`src/rtl/xfc_pkg.sv`:
```
package xfc_pkg;

    localparam int unsigned NUM_CHARS = 4;
    localparam int unsigned SEL_W     = $clog2(NUM_CHARS);

    // Slot indices of the match character bank
    localparam int unsigned SLOT_ON1  = 0;
    localparam int unsigned SLOT_ON2  = 1;
    localparam int unsigned SLOT_OFF1 = 2;
    localparam int unsigned SLOT_OFF2 = 3;

    typedef enum logic [1:0] {
        PAIR_IDLE = 2'd0,
        PAIR_ON1  = 2'd1,
        PAIR_OFF1 = 2'd2
    } pair_state_t;

    typedef enum logic [1:0] {
        GATE_RUN   = 2'd0,
        GATE_DRAIN = 2'd1,
        GATE_HALT  = 2'd2
    } gate_state_t;

    typedef enum logic [1:0] {
        IRQ_IDLE    = 2'd0,
        IRQ_FLOW    = 2'd1,
        IRQ_SPECIAL = 2'd2
    } irq_state_t;

endpackage

```
`src/rtl/xfc_char_bank.sv`:
```
module xfc_char_bank
    import xfc_pkg::*;
#(
    parameter int unsigned CHAR_W = 8
) (
    input  logic                             clk,
    input  logic                             cfg_we,
    input  logic [SEL_W-1:0]                 cfg_sel,
    input  logic [CHAR_W-1:0]                cfg_data,
    output logic [NUM_CHARS-1:0][CHAR_W-1:0] chars
);

    // Match characters carry no reset: they must survive every reset.
    for (genvar i = 0; i < NUM_CHARS; i++) begin : g_slot
        logic [CHAR_W-1:0] slot_q;

        always_ff @(posedge clk) begin
            if (cfg_we && (cfg_sel == SEL_W'(i))) begin
                slot_q <= cfg_data;
            end
        end

        assign chars[i] = slot_q;
    end

endmodule

```
`src/rtl/xfc_matcher.sv`:
```
module xfc_matcher
    import xfc_pkg::*;
#(
    parameter int unsigned CHAR_W = 8
) (
    input  logic                             clk,
    input  logic                             rst_n,
    input  logic [NUM_CHARS-1:0][CHAR_W-1:0] chars,
    input  logic                             pair_mode,
    input  logic                             spec_en,
    input  logic [CHAR_W-1:0]                rx_data,
    input  logic                             rx_valid,
    output logic                             hit_xon,
    output logic                             hit_xoff,
    output logic                             hit_spec,
    output logic                             rx_discard
);

    pair_state_t state_q, state_d;

    logic eq_on1, eq_on2, eq_off1, eq_off2;
    logic done_on, done_off;

    assign eq_on1  = (rx_data == chars[SLOT_ON1]);
    assign eq_on2  = (rx_data == chars[SLOT_ON2]);
    assign eq_off1 = (rx_data == chars[SLOT_OFF1]);
    assign eq_off2 = (rx_data == chars[SLOT_OFF2]);

    // Completion of a detection for the current character
    always_comb begin
        done_on  = 1'b0;
        done_off = 1'b0;
        if (rx_valid) begin
            if (!pair_mode) begin
                done_off = eq_off1;
                done_on  = !eq_off1 && eq_on1;
            end else begin
                unique case (state_q)
                    PAIR_OFF1: done_off = eq_off2;
                    PAIR_ON1:  done_on  = eq_on2;
                    default: begin
                        done_on  = 1'b0;
                        done_off = 1'b0;
                    end
                endcase
            end
        end
    end

    // Next-state process for the pair matcher
    always_comb begin
        state_d = state_q;
        if (!pair_mode) begin
            state_d = PAIR_IDLE;
        end else if (rx_valid) begin
            if (done_on || done_off) begin
                state_d = PAIR_IDLE;
            end else if (eq_off1) begin
                state_d = PAIR_OFF1;
            end else if (eq_on1) begin
                state_d = PAIR_ON1;
            end else begin
                state_d = PAIR_IDLE;
            end
        end
    end

    // State register
    always_ff @(posedge clk) begin
        if (!rst_n) begin
            state_q    <= PAIR_IDLE;
            rx_discard <= 1'b0;
        end else begin
            state_q    <= state_d;
            rx_discard <= done_on || done_off;
        end
    end

    // Output process
    always_comb begin
        hit_xoff = done_off;
        hit_xon  = done_on;
        hit_spec = rx_valid && spec_en && eq_off2 && !done_on && !done_off;
    end


    hit_exclusive_chk: assert property (@(posedge clk) disable iff (!rst_n)
        $onehot0({hit_xon, hit_xoff, hit_spec}));


    discard_follows_char_chk: assert property (@(posedge clk) disable iff (!rst_n)
        rx_discard |-> $past(rx_valid));


    single_mode_idle_chk: assert property (@(posedge clk) disable iff (!rst_n)
        !pair_mode |=> (state_q == PAIR_IDLE));

endmodule

```
`src/rtl/xfc_tx_gate.sv`:
```
module xfc_tx_gate
    import xfc_pkg::*;
(
    input  logic clk,
    input  logic rst_n,
    input  logic hit_xon,
    input  logic hit_xoff,
    input  logic tx_busy,
    output logic tx_en
);

    gate_state_t state_q, state_d;

    // Next-state process
    always_comb begin
        state_d = state_q;
        unique case (state_q)
            GATE_RUN: begin
                if (hit_xoff) begin
                    state_d = tx_busy ? GATE_DRAIN : GATE_HALT;
                end
            end
            GATE_DRAIN: begin
                if (hit_xon) begin
                    state_d = GATE_RUN;
                end else if (!tx_busy) begin
                    state_d = GATE_HALT;
                end
            end
            GATE_HALT: begin
                if (hit_xon) begin
                    state_d = GATE_RUN;
                end
            end
            default: state_d = GATE_RUN;
        endcase
    end

    // State register
    always_ff @(posedge clk) begin
        if (!rst_n) begin
            state_q <= GATE_RUN;
        end else begin
            state_q <= state_d;
        end
    end

    // Output process
    always_comb begin
        tx_en = (state_q != GATE_HALT);
    end


    tx_rise_needs_xon_chk: assert property (@(posedge clk) disable iff (!rst_n)
        $rose(tx_en) |-> $past(hit_xon));


    tx_fall_needs_idle_chk: assert property (@(posedge clk) disable iff (!rst_n)
        $fell(tx_en) |-> !$past(tx_busy));

endmodule

```
`src/rtl/xfc_irq_ctl.sv`:
```
module xfc_irq_ctl
    import xfc_pkg::*;
(
    input  logic clk,
    input  logic rst_n,
    input  logic hit_xon,
    input  logic hit_xoff,
    input  logic hit_spec,
    input  logic iir_rd,
    output logic xoff_irq,
    output logic irq_cause
);

    irq_state_t state_q, state_d;

    // Next-state process
    always_comb begin
        state_d = state_q;
        unique case (state_q)
            IRQ_IDLE: begin
                if (hit_xoff) begin
                    state_d = IRQ_FLOW;
                end else if (hit_spec) begin
                    state_d = IRQ_SPECIAL;
                end
            end
            IRQ_FLOW: begin
                if (hit_xon) begin
                    state_d = IRQ_IDLE;
                end
            end
            IRQ_SPECIAL: begin
                if (hit_xoff) begin
                    state_d = IRQ_FLOW;
                end else if (hit_spec) begin
                    state_d = IRQ_SPECIAL;
                end else if (iir_rd) begin
                    state_d = IRQ_IDLE;
                end
            end
            default: state_d = IRQ_IDLE;
        endcase
    end

    // State register
    always_ff @(posedge clk) begin
        if (!rst_n) begin
            state_q <= IRQ_IDLE;
        end else begin
            state_q <= state_d;
        end
    end

    // Output process
    always_comb begin
        xoff_irq  = (state_q != IRQ_IDLE);
        irq_cause = (state_q == IRQ_SPECIAL);
    end


    flow_ignores_read_chk: assert property (@(posedge clk) disable iff (!rst_n)
        (xoff_irq && !irq_cause && !hit_xon) |=> (xoff_irq && !irq_cause));


    special_read_clears_chk: assert property (@(posedge clk) disable iff (!rst_n)
        (irq_cause && iir_rd && !hit_xoff && !hit_spec) |=> !xoff_irq);


    flow_set_chk: assert property (@(posedge clk) disable iff (!rst_n)
        hit_xoff |=> (xoff_irq && !irq_cause));

endmodule

```
`src/rtl/xfc_detect.sv`:
```
module xfc_detect
    import xfc_pkg::*;
#(
    parameter int unsigned CHAR_W = 8
) (
    input  logic              clk,
    input  logic              rst_n,
    input  logic              cfg_we,
    input  logic [1:0]        cfg_sel,
    input  logic [CHAR_W-1:0] cfg_data,
    input  logic              pair_mode,
    input  logic              spec_en,
    input  logic [CHAR_W-1:0] rx_data,
    input  logic              rx_valid,
    input  logic              tx_busy,
    input  logic              iir_rd,
    output logic              tx_en,
    output logic              xoff_irq,
    output logic              irq_cause,
    output logic              rx_discard
);

    logic [NUM_CHARS-1:0][CHAR_W-1:0] chars;
    logic hit_xon, hit_xoff, hit_spec;

    xfc_char_bank #(.CHAR_W(CHAR_W)) u_bank (
        .clk      (clk),
        .cfg_we   (cfg_we),
        .cfg_sel  (cfg_sel),
        .cfg_data (cfg_data),
        .chars    (chars)
    );

    xfc_matcher #(.CHAR_W(CHAR_W)) u_match (
        .clk        (clk),
        .rst_n      (rst_n),
        .chars      (chars),
        .pair_mode  (pair_mode),
        .spec_en    (spec_en),
        .rx_data    (rx_data),
        .rx_valid   (rx_valid),
        .hit_xon    (hit_xon),
        .hit_xoff   (hit_xoff),
        .hit_spec   (hit_spec),
        .rx_discard (rx_discard)
    );

    xfc_tx_gate u_gate (
        .clk      (clk),
        .rst_n    (rst_n),
        .hit_xon  (hit_xon),
        .hit_xoff (hit_xoff),
        .tx_busy  (tx_busy),
        .tx_en    (tx_en)
    );

    xfc_irq_ctl u_irq (
        .clk       (clk),
        .rst_n     (rst_n),
        .hit_xon   (hit_xon),
        .hit_xoff  (hit_xoff),
        .hit_spec  (hit_spec),
        .iir_rd    (iir_rd),
        .xoff_irq  (xoff_irq),
        .irq_cause (irq_cause)
    );


    reset_release_chk: assert property (@(posedge clk)
        !rst_n |=> (tx_en && !xoff_irq && !rx_discard));

endmodule

```
`config.mk`:
```
export PLATFORM = sky130hd
export DESIGN_NAME = xfc_detect
export DESIGN_NICKNAME = d
export VERILOG_FILES = /design/src/rtl/xfc_pkg.sv /design/src/rtl/xfc_char_bank.sv /design/src/rtl/xfc_matcher.sv /design/src/rtl/xfc_tx_gate.sv /design/src/rtl/xfc_irq_ctl.sv /design/src/rtl/xfc_detect.sv
export SDC_FILE = /design/constraint.sdc
export NUM_CORES = 1
export LEC_CHECK = 0
export ABC_CLOCK_PERIOD_IN_PS = 2000
export BUFFER_PORTS_ARGS = -buffer_cell sky130_fd_sc_hd__buf_2
export CORE_MARGIN = 3
export CORE_UTILIZATION = 40
export DETAILED_ROUTE_END_ITERATION = 7
export SYNTH_ARGS = -nofsm -noshare
export SYNTH_HDL_FRONTEND = slang
export SYNTH_SLANG_ARGS = --single-unit
```
`constraint.sdc`:
```
create_clock -name clk -period 2 [get_ports clk]
set_clock_uncertainty 0.15 [all_clocks]
set_input_delay 0.2 -clock clk [delete_from_list [all_inputs] [get_ports clk]]
set_output_delay 0.2 -clock clk [all_outputs]
set_load 0.005 [all_outputs]
```
Word level (Yosys, flattened, before mapping)
Cells that the tools add are included.
Widths: inputs -> output; s select.

operators by class
  magnitude comparators = 0
  divide/modulo/power cells = 0
  multiply operators = 0
  equality and inequality tests = 20
  add/subtract/negate cells = 0
  bitwise gates (word level) = 0
  multiplexer cells = 21
  shifts and indexed selects = 0
  reduce and logical (&&, ||, !) cells = 20

operators by type and width
  cell                count
  $eq 8x8->1          4
  $mux 2              12
  $pmux 2 s3          2
  $eq 2x2->1 const B  5
  $logic_and 1x1->1   9
  $eq 2x1->1 const B  4
  $ne 2x2->1 const B  4
  $mux 1              7
  $logic_not 2->1     3
  $ne 3x3->1 const B  2
  $reduce_and 3->1    2
  $ne 4x2->1 const B  1
  $logic_not 1->1     3
  $reduce_and 2->1    1
  $reduce_bool 2->1   1
  $logic_or 1x1->1    1

storage, ports and cells
  input bits = 26
  flip-flop bits (word level) = 39
  bits in latches = 0
  memories kept = 0
  memory bits (read-only) = 0
  logic and storage cells = 69
  memory bits (writable) = 0
  output and inout bits = 4

Longest topological paths before layout
Gate-level depths: netlist of run 1.

  word-level depth = 11
  depth in mapped cells = 5
  gate-level depth less buffers = 5

By module
From an unflattened synthesis of run 1, not the netlist that was laid out.

unflattened totals
  cells, all modules = 124
  area, all modules = 1752.9 um^2

by module, submodules not included
  module         instances  area each (um^2)  cells each  seq. area each (um^2)
  xfc_char_bank  1          998.5             36          960.9
  xfc_matcher    1          556.8             68          60.1
  xfc_irq_ctl    1          101.3             10          40.0
  xfc_tx_gate    1          96.3              10          40.0

Least setup slack after synthesis of run 1
OpenSTA, ideal clock, no wires.

  path kind = flip-flop to flip-flop
  start point = register u_bank.g_slot[2].slot_q[3]
  end point = register u_match.rx_discard
  setup time = 122 ps
  cell stages (with the launch flop) = 6
  path buffers = 0
  path slack = 316 ps
  period minus slack after synthesis = 1684 ps
  data arrival time = 1412 ps
  data required time = 1728 ps
  path through = edfxtp_1 xnor2_1 nand4_1 o2111ai_2 nand2_1 o31a_2

on the way
  longest elaborated chain between the ends = 6
  elaborated cells on any way between the ends = 8
  classes of those cells = eq/ne: 1; mux: 4; reduce/logical: 3

ends and longest elaborated chain
  what                    line                 text
  from (decl)             xfc_char_bank.sv:15  logic [CHAR_W-1:0] slot_q;
  from (signal assigned)  xfc_char_bank.sv:19  slot_q <= cfg_data;
  $eq 8x8->1 *            xfc_matcher.sv:26    assign eq_off1 = (rx_data == chars[SLOT_OFF1]);
  $logic_not 1->1         xfc_matcher.sv:36    done_on = !eq_off1 && eq_on1;
  $logic_and 1x1->1       xfc_matcher.sv:36
  $mux 1                  xfc_matcher.sv:34    if (!pair_mode) begin
  $mux 1                  xfc_matcher.sv:33    if (rx_valid) begin
  $logic_or 1x1->1 *      xfc_matcher.sv:75    rx_discard <= done_on || done_off;
  to (signal assigned)    xfc_matcher.sv:75
  to (decl)               xfc_matcher.sv:16    output logic rx_discard

Mark *: on every way between the ends. The rest lies on a longest branch, timed or not.
A chain may end at the register's enable or synchronous reset.

Worst setup path in the final report of run 1
  start point = register u_bank.g_slot[0].slot_q[7]
  end point = register u_match.state_q[0]

on the way
  longest elaborated chain between the ends = 6
  elaborated cells on any way between the ends = 8
  classes of those cells = eq/ne: 1; mux: 5; reduce/logical: 2

ends and longest elaborated chain
  what                    line                 text
  from (decl)             xfc_char_bank.sv:15
  from (signal assigned)  xfc_char_bank.sv:19
  $eq 8x8->1 *            xfc_matcher.sv:24    assign eq_on1 = (rx_data == chars[SLOT_ON1]);
  $logic_and 1x1->1       xfc_matcher.sv:36
  $mux 1                  xfc_matcher.sv:34
  $mux 1                  xfc_matcher.sv:33
  $logic_or 1x1->1        xfc_matcher.sv:56    if (done_on || done_off) begin
  $mux 2 *                xfc_matcher.sv:56
  to (signal assigned)    xfc_matcher.sv:74    state_q <= state_d;
  to (decl)               xfc_matcher.sv:19    pair_state_t state_q, state_d;

Marked as above.

==> results of run 1 <==
## metrics by stage
stage                     area [um2]  utilization, %  cells  power, mW
after floorplan                 1812               -    135      1.026
after global placement          2042           48.94    217      1.101
final                           2280           54.63    235      1.741
after CTS                       2230           53.43    233      1.746
after global routing            2280           54.63    235      1.817
after detailed placement        2042           48.94    217      1.105
## repair_timing
| action | CTS | global route |
|---|---|---|
| hold buffers | 8 | 0 |
| buffers inserted | 0 | 2 |
| resized for setup | 0 | 4 |
| endpoints found under the hold margin | 32 | 0 |
| setup endpoints to repair | 0 | 3 |
## cell type report
type,instances,area share [%]
Clock buffer,5,3.019
Clock inverter,3,1.701
Inverter,1,0.1647
Multi-Input combinational cell,95,32.55
Sequential cell,39,48.30
Tap cell,50,2.744
Timing Repair Buffer,42,11.53
## how the worst max path moves through the flow
stage	cells past startpoint	end	from	slack, ps
finish	5	u_match.state_q[0]	u_bank.g_slot[0].slot_q[7]	100
global route	5	u_match.rx_discard	u_bank.g_slot[2].slot_q[2]	-10
CTS	5	u_match.rx_discard	u_bank.g_slot[2].slot_q[2]	80
detailed placement	5	u_match.rx_discard	u_bank.g_slot[2].slot_q[2]	90
global placement	5	u_match.rx_discard	u_bank.g_slot[2].slot_q[2]	130
floorplan	5	u_match.rx_discard	u_bank.g_slot[2].slot_q[3]	320
## routing by layer
layer  part of all wire, %  track usage (%)  routed length, um
met2                    52            25.62               1994
met5                     0                0                  0
met1                    41            18.55               1583
met4                   1.1            5.433                 42
met3                   6.5            4.925                252
## worst register-to-register path, cell delays in order (launching register included)
cell	delay, ps
sky130_fd_sc_hd__edfxtp_1	390
sky130_fd_sc_hd__xor2_1	170
sky130_fd_sc_hd__nor4_1	570
sky130_fd_sc_hd__o2111ai_4	260
sky130_fd_sc_hd__nand4_1	170
sky130_fd_sc_hd__o31ai_1	90
## kinds of logic after synthesis
logic type                synth area share, %
and+or+nand+nor                         18.51
DFF                                     60.77
xor gates and xnor gates                15.47
AOI/OAI and AO/OA                       5.041
buffers and inverters                  0.2070
## synthesized netlist by cell type (2+ instances only)
| library cell | number | area (um2) |
|---|---|---|
| sky130_fd_sc_hd__o21bai_1 | 2 | 15.01 |
| sky130_fd_sc_hd__nand2b_1 | 2 | 12.51 |
| sky130_fd_sc_hd__nand4_1 | 8 | 50.05 |
| sky130_fd_sc_hd__and4_4 | 2 | 22.52 |
| sky130_fd_sc_hd__nor2_1 | 3 | 11.26 |
| sky130_fd_sc_hd__xnor2_1 | 17 | 148.9 |
| sky130_fd_sc_hd__nand2_1 | 6 | 22.52 |
| sky130_fd_sc_hd__nor3_1 | 4 | 20.02 |
| sky130_fd_sc_hd__edfxtp_1 | 32 | 960.9 |
| sky130_fd_sc_hd__nand4b_1 | 4 | 35.03 |
| sky130_fd_sc_hd__dfxtp_1 | 7 | 140.1 |
| sky130_fd_sc_hd__xor2_1 | 15 | 131.4 |
| sky130_fd_sc_hd__nand3_1 | 5 | 25.02 |
| sky130_fd_sc_hd__nor2b_1 | 2 | 12.51 |
| sky130_fd_sc_hd__nor4_1 | 3 | 18.77 |
## flip-flops by register name, indices dropped and copies added, names as in the netlist
name / flops
u_bank.g_slot.slot_q: 32
u_match.rx_discard: 1
u_match.state_q: 2
u_irq.state_q: 2
u_gate.state_q: 2
## where the power goes
part	switching, mW	internal (mW)
clock network	0.266	0.365
registers	0.0137	0.913
logic	0.101	0.0823
==> insert_results.sql, run 1 <==
INSERT INTO impl_metrics (metric_group, metric, value, unit) VALUES
('critical_path', 'critPathKind', 'reg -> reg', ''),
('timing', 'final-setup-viol-count', '0', ''),
('clocking', 'clock-sinks', '39', ''),
('placement', 'detailed_place_hpwl', '2847', 'um'),
('timing', 'period_needed', '1899', 'ps'),
('routing', 'drc', '0', ''),
('cells_and_area', 'final_nets', '210', ''),
('placement', 'place.port_buffers', '29', ''),
('synthesis', 'yosys_cell_types', '38', ''),
('synthesis', 'syn_area_per_cell', '13.42', 'um2'),
('routing', 'routedWlPerCell', '16.47', 'um'),
('cells_and_area', 'mostFrequentLayoutCell', 'sky130_fd_sc_hd__edfxtp_1', ''),
('timing', 'timing.final.hold_violations', '0', ''),
('floorplanning', 'initial_utilization', '43.42', '%'),
('cells_and_area', 'register_area', '1101', 'um2'),
('global_route', 'first_global_vias', '1239', ''),
('min_path', 'holdCritPathClass', 'in -> reg', ''),
('routing', 'postRouteAntennaNets', '0', ''),
('global_route', 'grt.overflow.total', '0', ''),
('cells_and_area', 'antenna_cells_inserted', '0', ''),
('min_path', 'hold_path_startpoint', 'iir_rd', ''),
('clocking', 'cts_buffers', '5', ''),
('timing', 'slew-limit-headroom', '59.55', '%'),
('clocking', 'clkSlewWorstSetupHoldPaths', '70', 'ps'),
('critical_path', 'cp_data_required_time', '2030', 'ps'),
('routing', 'postRouteWirelength', '3871', 'um'),
('synthesis', 'synth_fp_nets', '161', ''),
('cells_and_area', 'synthToLayoutAreaGrowth', '25.83', '%'),
('placement', 'dp_worst_setup_slack', '86.66', 'ps'),
('synthesis', 'post_synthesis_cells', '135', ''),
('critical_path', 'arrival', '1930', 'ps'),
('synthesis', 'synth.ff_latch_count', '39', ''),
('status', 'run_status', 'finished, final reports clean', ''),
('timing', 'slew_viol_final', '0', ''),
('timing', 'fin_tns_setup', '0', 'ps'),
('cells_and_area', 'most-common-layout-cells', 'sky130_fd_sc_hd__edfxtp_1, sky130_fd_sc_hd__buf_2, sky130_fd_sc_hd__xnor2_1, sky130_fd_sc_hd__xor2_1', ''),
('critical_path', 'critical_path.n_buffers_inverters', '0', ''),
('critical_path', 'timing.critical_path.slowest_cell_delay', '570', 'ps'),
('critical_path', 'timing.critical_path.from_type', 'flop', ''),
('critical_path', 'timing.rr.start', 'u_bank.g_slot[0].slot_q[7]', ''),
('critical_path', 'worst-path-max-fanout', '7', ''),
('cells_and_area', 'final_layout_size_suffix_gt1_share', '27.03', '%'),
('synthesis', 'yosys_warnings', '0', ''),
('min_path', 'worstHoldEndpoint', 'u_irq.state_q[1]', ''),
('routing', 'via_per_inst', '5.349', ''),
('routing', 'vias', '1257', ''),
('timing', 'timing.final.ws_setup', '100.9', 'ps'),
('critical_path', 'crit_family', 'simple AND/OR/NAND/NOR gates', ''),
('timing', 'worst_pin_slew', '601.2', 'ps'),
('critical_path', 'r2r_setup_slack', '100', 'ps'),
('critical_path', 'timing.critical_path.to_type', 'flop', ''),
('synthesis', 'synth-edff-count', '32', ''),
('synthesis', 'mappedNetlistArea', '1812', 'um2'),
('timing', 'min_period_over_period', '94.96', '%'),
('clocking', 'tritoncts', 'done', ''),
('critical_path', 'worst_reg2reg_path_depth', '5', ''),
('min_path', 'worst_hold_path.num_cells', '3', ''),
('cells_and_area', 'multi_input_logic_area', '742.0', 'um2'),
('routing', 'drt_iter0_drc', '92', ''),
('global_route', 'grt_util_all_layers', '15.32', '%'),
('global_route', 'grt_max_degree', '13', ''),
('timing', 'fmaxAchievable', '526.6', 'MHz'),
('power', 'cellPowerDensity', '763.7', 'nW/um2'),
('critical_path', 'worst_path_max_delay_cell', 'sky130_fd_sc_hd__nor4_1', ''),
('floorplanning', 'core_area', '4173', 'um2'),
('floorplanning', 'die-height', '73.30', 'um'),
('clocking', 'max-clock-path-buffers', '2', ''),
('clocking', 'worst_skew_pair.late_latency', '290', 'ps'),
('floorplanning', 'dieArea', '5373', 'um2'),
('synthesis', 'seq_area_frac_synth', '60.77', '%'),
('synthesis', 'synth_flop_cell', 'sky130_fd_sc_hd__edfxtp_1', '');
(Power assumes the default switching activity.)
==> run 2: changes to the inputs <==
==> constraint.sdc (replaced) <==
create_clock -name clk -period 2 [get_ports clk]
set_clock_uncertainty 0.15 [all_clocks]
set_input_delay 0.3 -clock clk [delete_from_list [all_inputs] [get_ports clk]]
set_output_delay 0.3 -clock clk [all_outputs]
set_load 0.005 [all_outputs]
==> insert_results.sql, run 2 (synthesis results as in run 1) <==
INSERT INTO impl_metrics (metric_group, metric, value, unit) VALUES
('routing', 'routedWlPerCell', '16.31', 'um'),
('cells_and_area', 'final_layout_size_suffix_gt1_share', '28.33', '%'),
('placement', 'detailed_place_hpwl', '2908', 'um'),
('cells_and_area', 'n_fill_cell', '363', ''),
('cells_and_area', 'register_area', '1101', 'um2'),
('power', 'share_of_total_power_in_the_clock_network', '36.4', '%'),
('status', 'run_status', 'finished, final reports clean', ''),
('clocking', 'cts_buffers', '5', ''),
('routing', 'drt_iter0_drc', '76', ''),
('routing', 'drc', '0', ''),
('power', 'ir_drop', '0.0005256', 'V'),
('cells_and_area', 'multi_input_logic_area', '726.9', 'um2'),
('timing', 'min_period_over_period', '92.41', '%'),
('critical_path', 'timing.critical_path.cells', 'xnor2_1, nand4_1, o2111ai_4, nand2_1, o31a_2', ''),
('routing', 'postRouteAntennaNets', '0', ''),
('floorplanning', 'core_area', '4173', 'um2'),
('min_path', 'holdCritPathClass', 'in -> reg', ''),
('power', 'power.switching_fraction', '21.56', '%'),
('timing', 'slew-limit-headroom', '71.23', '%'),
('floorplanning', 'dieArea', '5373', 'um2'),
('global_route', 'grt_util_all_layers', '15.43', '%'),
('power', 'cellPowerDensity', '779.1', 'nW/um2'),
('cells_and_area', 'final_nets', '205', ''),
('floorplanning', 'floorplan.rows', '23', ''),
('global_route', 'first_pass_grt_wire_length', '6141', 'um'),
('timing', 'timing.final.hold_violations', '0', ''),
('global_route', 'grt.overflow.total', '0', ''),
('floorplanning', 'io-pin-count', '30', ''),
('critical_path', 'timing.critical_path.from_type', 'flop', ''),
('clocking', 'cts.root.buffer_cell', 'sky130_fd_sc_hd__clkbuf_8', ''),
('timing', 'fmaxAchievable', '541.1', 'MHz'),
('critical_path', 'critPathKind', 'reg -> reg', ''),
('clocking', 'worst_skew_pair.late_latency', '290', 'ps'),
('critical_path', 'worst-path-max-fanout', '4', ''),
('clocking', 'max-clock-path-buffers', '2', ''),
('power', 'total_power', '1.720', 'mW'),
('cells_and_area', 'largest-register', 'u_bank.g_slot.slot_q', ''),
('cells_and_area', 'post-route-util', '52.89', '%'),
('critical_path', 'worst_path_max_delay_cell', 'sky130_fd_sc_hd__edfxtp_1', ''),
('routing', 'via_per_inst', '5.504', ''),
('timing', 'worst_pin_slew', '431.5', 'ps'),
('power', 'power.net_switching', '370.7', 'uW'),
('timing', 'fin_tns_setup', '0', 'ps'),
('cells_and_area', 'largest_register_ff_count', '32', ''),
('critical_path', 'timing.critical_path.slowest_cell_delay', '380', 'ps'),
('cells_and_area', 'most-common-layout-cells', 'sky130_fd_sc_hd__edfxtp_1, sky130_fd_sc_hd__buf_2, sky130_fd_sc_hd__xnor2_1', ''),
('cells_and_area', 'mostFrequentLayoutCell', 'sky130_fd_sc_hd__edfxtp_1', ''),
('global_route', 'grt_max_degree', '13', ''),
('routing', 'detailedRoute.firstPassIterationCount', '5', ''),
('power', 'share_seq_of_total_power', '53.8', '%'),
('critical_path', 'crit_family', 'compound AO/OA/AOI/OAI gates', ''),
('timing', 'period_needed', '1848', 'ps'),
('timing', 'rsz0062_at_grt', 'no', ''),
('critical_path', 'cp_data_required_time', '2030', 'ps'),
('routing', 'vias', '1266', ''),
('global_route', 'first_global_vias', '1262', ''),
('routing', 'postRouteWirelength', '3752', 'um'),
('placement', 'place.port_buffers', '29', ''),
('power', 'power.internal', '1.349', 'mW'),
('flow_run', 'drv.max_cap_violation_count', '0', ''),
('clocking', 'clkSlewWorstSetupHoldPaths', '70', 'ps'),
('critical_path', 'arrival', '1880', 'ps'),
('clocking', 'tritoncts', 'done', ''),
('global_route', 'grt_antenna_before_repair', '0', ''),
('power', 'static-leakage-power', '0.7937', 'nW'),
('placement', 'globalplace.congestion', '0.8291', ''),
('floorplanning', 'die-height', '73.30', 'um'),
('clocking', 'clock-sinks', '39', ''),
('cells_and_area', 'antenna_cells_inserted', '0', ''),
('floorplanning', 'fp.dieW', '73.30', 'um'),
('clocking', 'htree_levels', '2', ''),
('critical_path', 'timing.critical_path.to_type', 'flop', ''),
('timing', 'finalHoldWorstSlack', '72.89', 'ps'),
('cells_and_area', 'synthToLayoutAreaGrowth', '21.82', '%'),
('timing', 'final-setup-viol-count', '0', ''),
('timing', 'slew_viol_final', '0', ''),
('critical_path', 'critical_path.n_buffers_inverters', '0', ''),
('floorplanning', 'initial_utilization', '43.42', '%'),
('power', 'p_comb_share', '9.8', '%');
[run 2: changes by cell type in the layout (fill, tap and decap cells not counted), sizes merged]
cell,change
buf,+3
dlygate4sd3,-8
[run 2: worst register-to-register path, stage by stage, from the launching register on]
cell and delay [ps]:
sky130_fd_sc_hd__edfxtp_1 380, sky130_fd_sc_hd__xnor2_1 250, sky130_fd_sc_hd__nand4_1 270, sky130_fd_sc_hd__o2111ai_4 290, sky130_fd_sc_hd__nand2_1 70, sky130_fd_sc_hd__o31a_2 340
[run 2: power groups by stage]
stage / clock (mW) / combinational, mW / sequential (mW)
floorplan: 0 / 0.0843 / 0.942
global placement: 0 / 0.160 / 0.943
detailed placement: 0 / 0.162 / 0.945
CTS: 0.640 / 0.164 / 0.926
global route: 0.695 / 0.186 / 0.928
finish: 0.625 / 0.168 / 0.926
[run 2: final cells by class]
class                           count  share of cell area [%]
Timing Repair Buffer               37                   9.297
Clock inverter                      3                   1.757
Sequential cell                    39                   49.89
Multi-Input combinational cell     95                   32.94
Clock buffer                        5                   3.118
Tap cell                           50                   2.834
Inverter                            1                  0.1701
[run 2: path summary, 6_finish.rpt]
kind / startpoint / end / slack [ps] / depth (start not counted)
setup / recovery: u_bank.g_slot[2].slot_q[0] / u_match.rx_discard / 150 / 5
hold / removal: cfg_data[3] / u_bank.g_slot[2].slot_q[3] / 70 / 1
setup reg to reg: u_bank.g_slot[2].slot_q[0] / u_match.rx_discard / 150 / 5
hold reg to reg: u_gate.state_q[1] / u_gate.state_q[0] / 340 / 1
[run 2: what timing repair did]
action / in CTS / in global routing
setup buffers: 0 / 4
hold endpoints to repair: 0 / 0
setup endpoints to repair: 0 / 4
gates resized for setup: 0 / 2
hold buffers: 0 / 0
[run 2: layer usage]
layer	track usage (%)	wire (um)	up-vias
li1	-	-	605
met1	19.42	1581	598
met2	25.22	1863	51
met3	4.651	230	12
met4	5.433	77	0
met5	0	0	-
[run 2: metrics by stage]
| stage | worst slack, ps | std cells | cell area (um2) |
|---|---|---|---|
| 2_1_floorplan | 316.4 | 135 | 1812 |
| 3_3_place_gp | 51.14 | 218 | 2049 |
| 3_5_place_dp | 5.102 | 218 | 2049 |
| 4_1_cts | 54.23 | 226 | 2157 |
| 5_1_grt | 28.38 | 230 | 2207 |
| 6_report | 151.9 | 230 | 2207 |
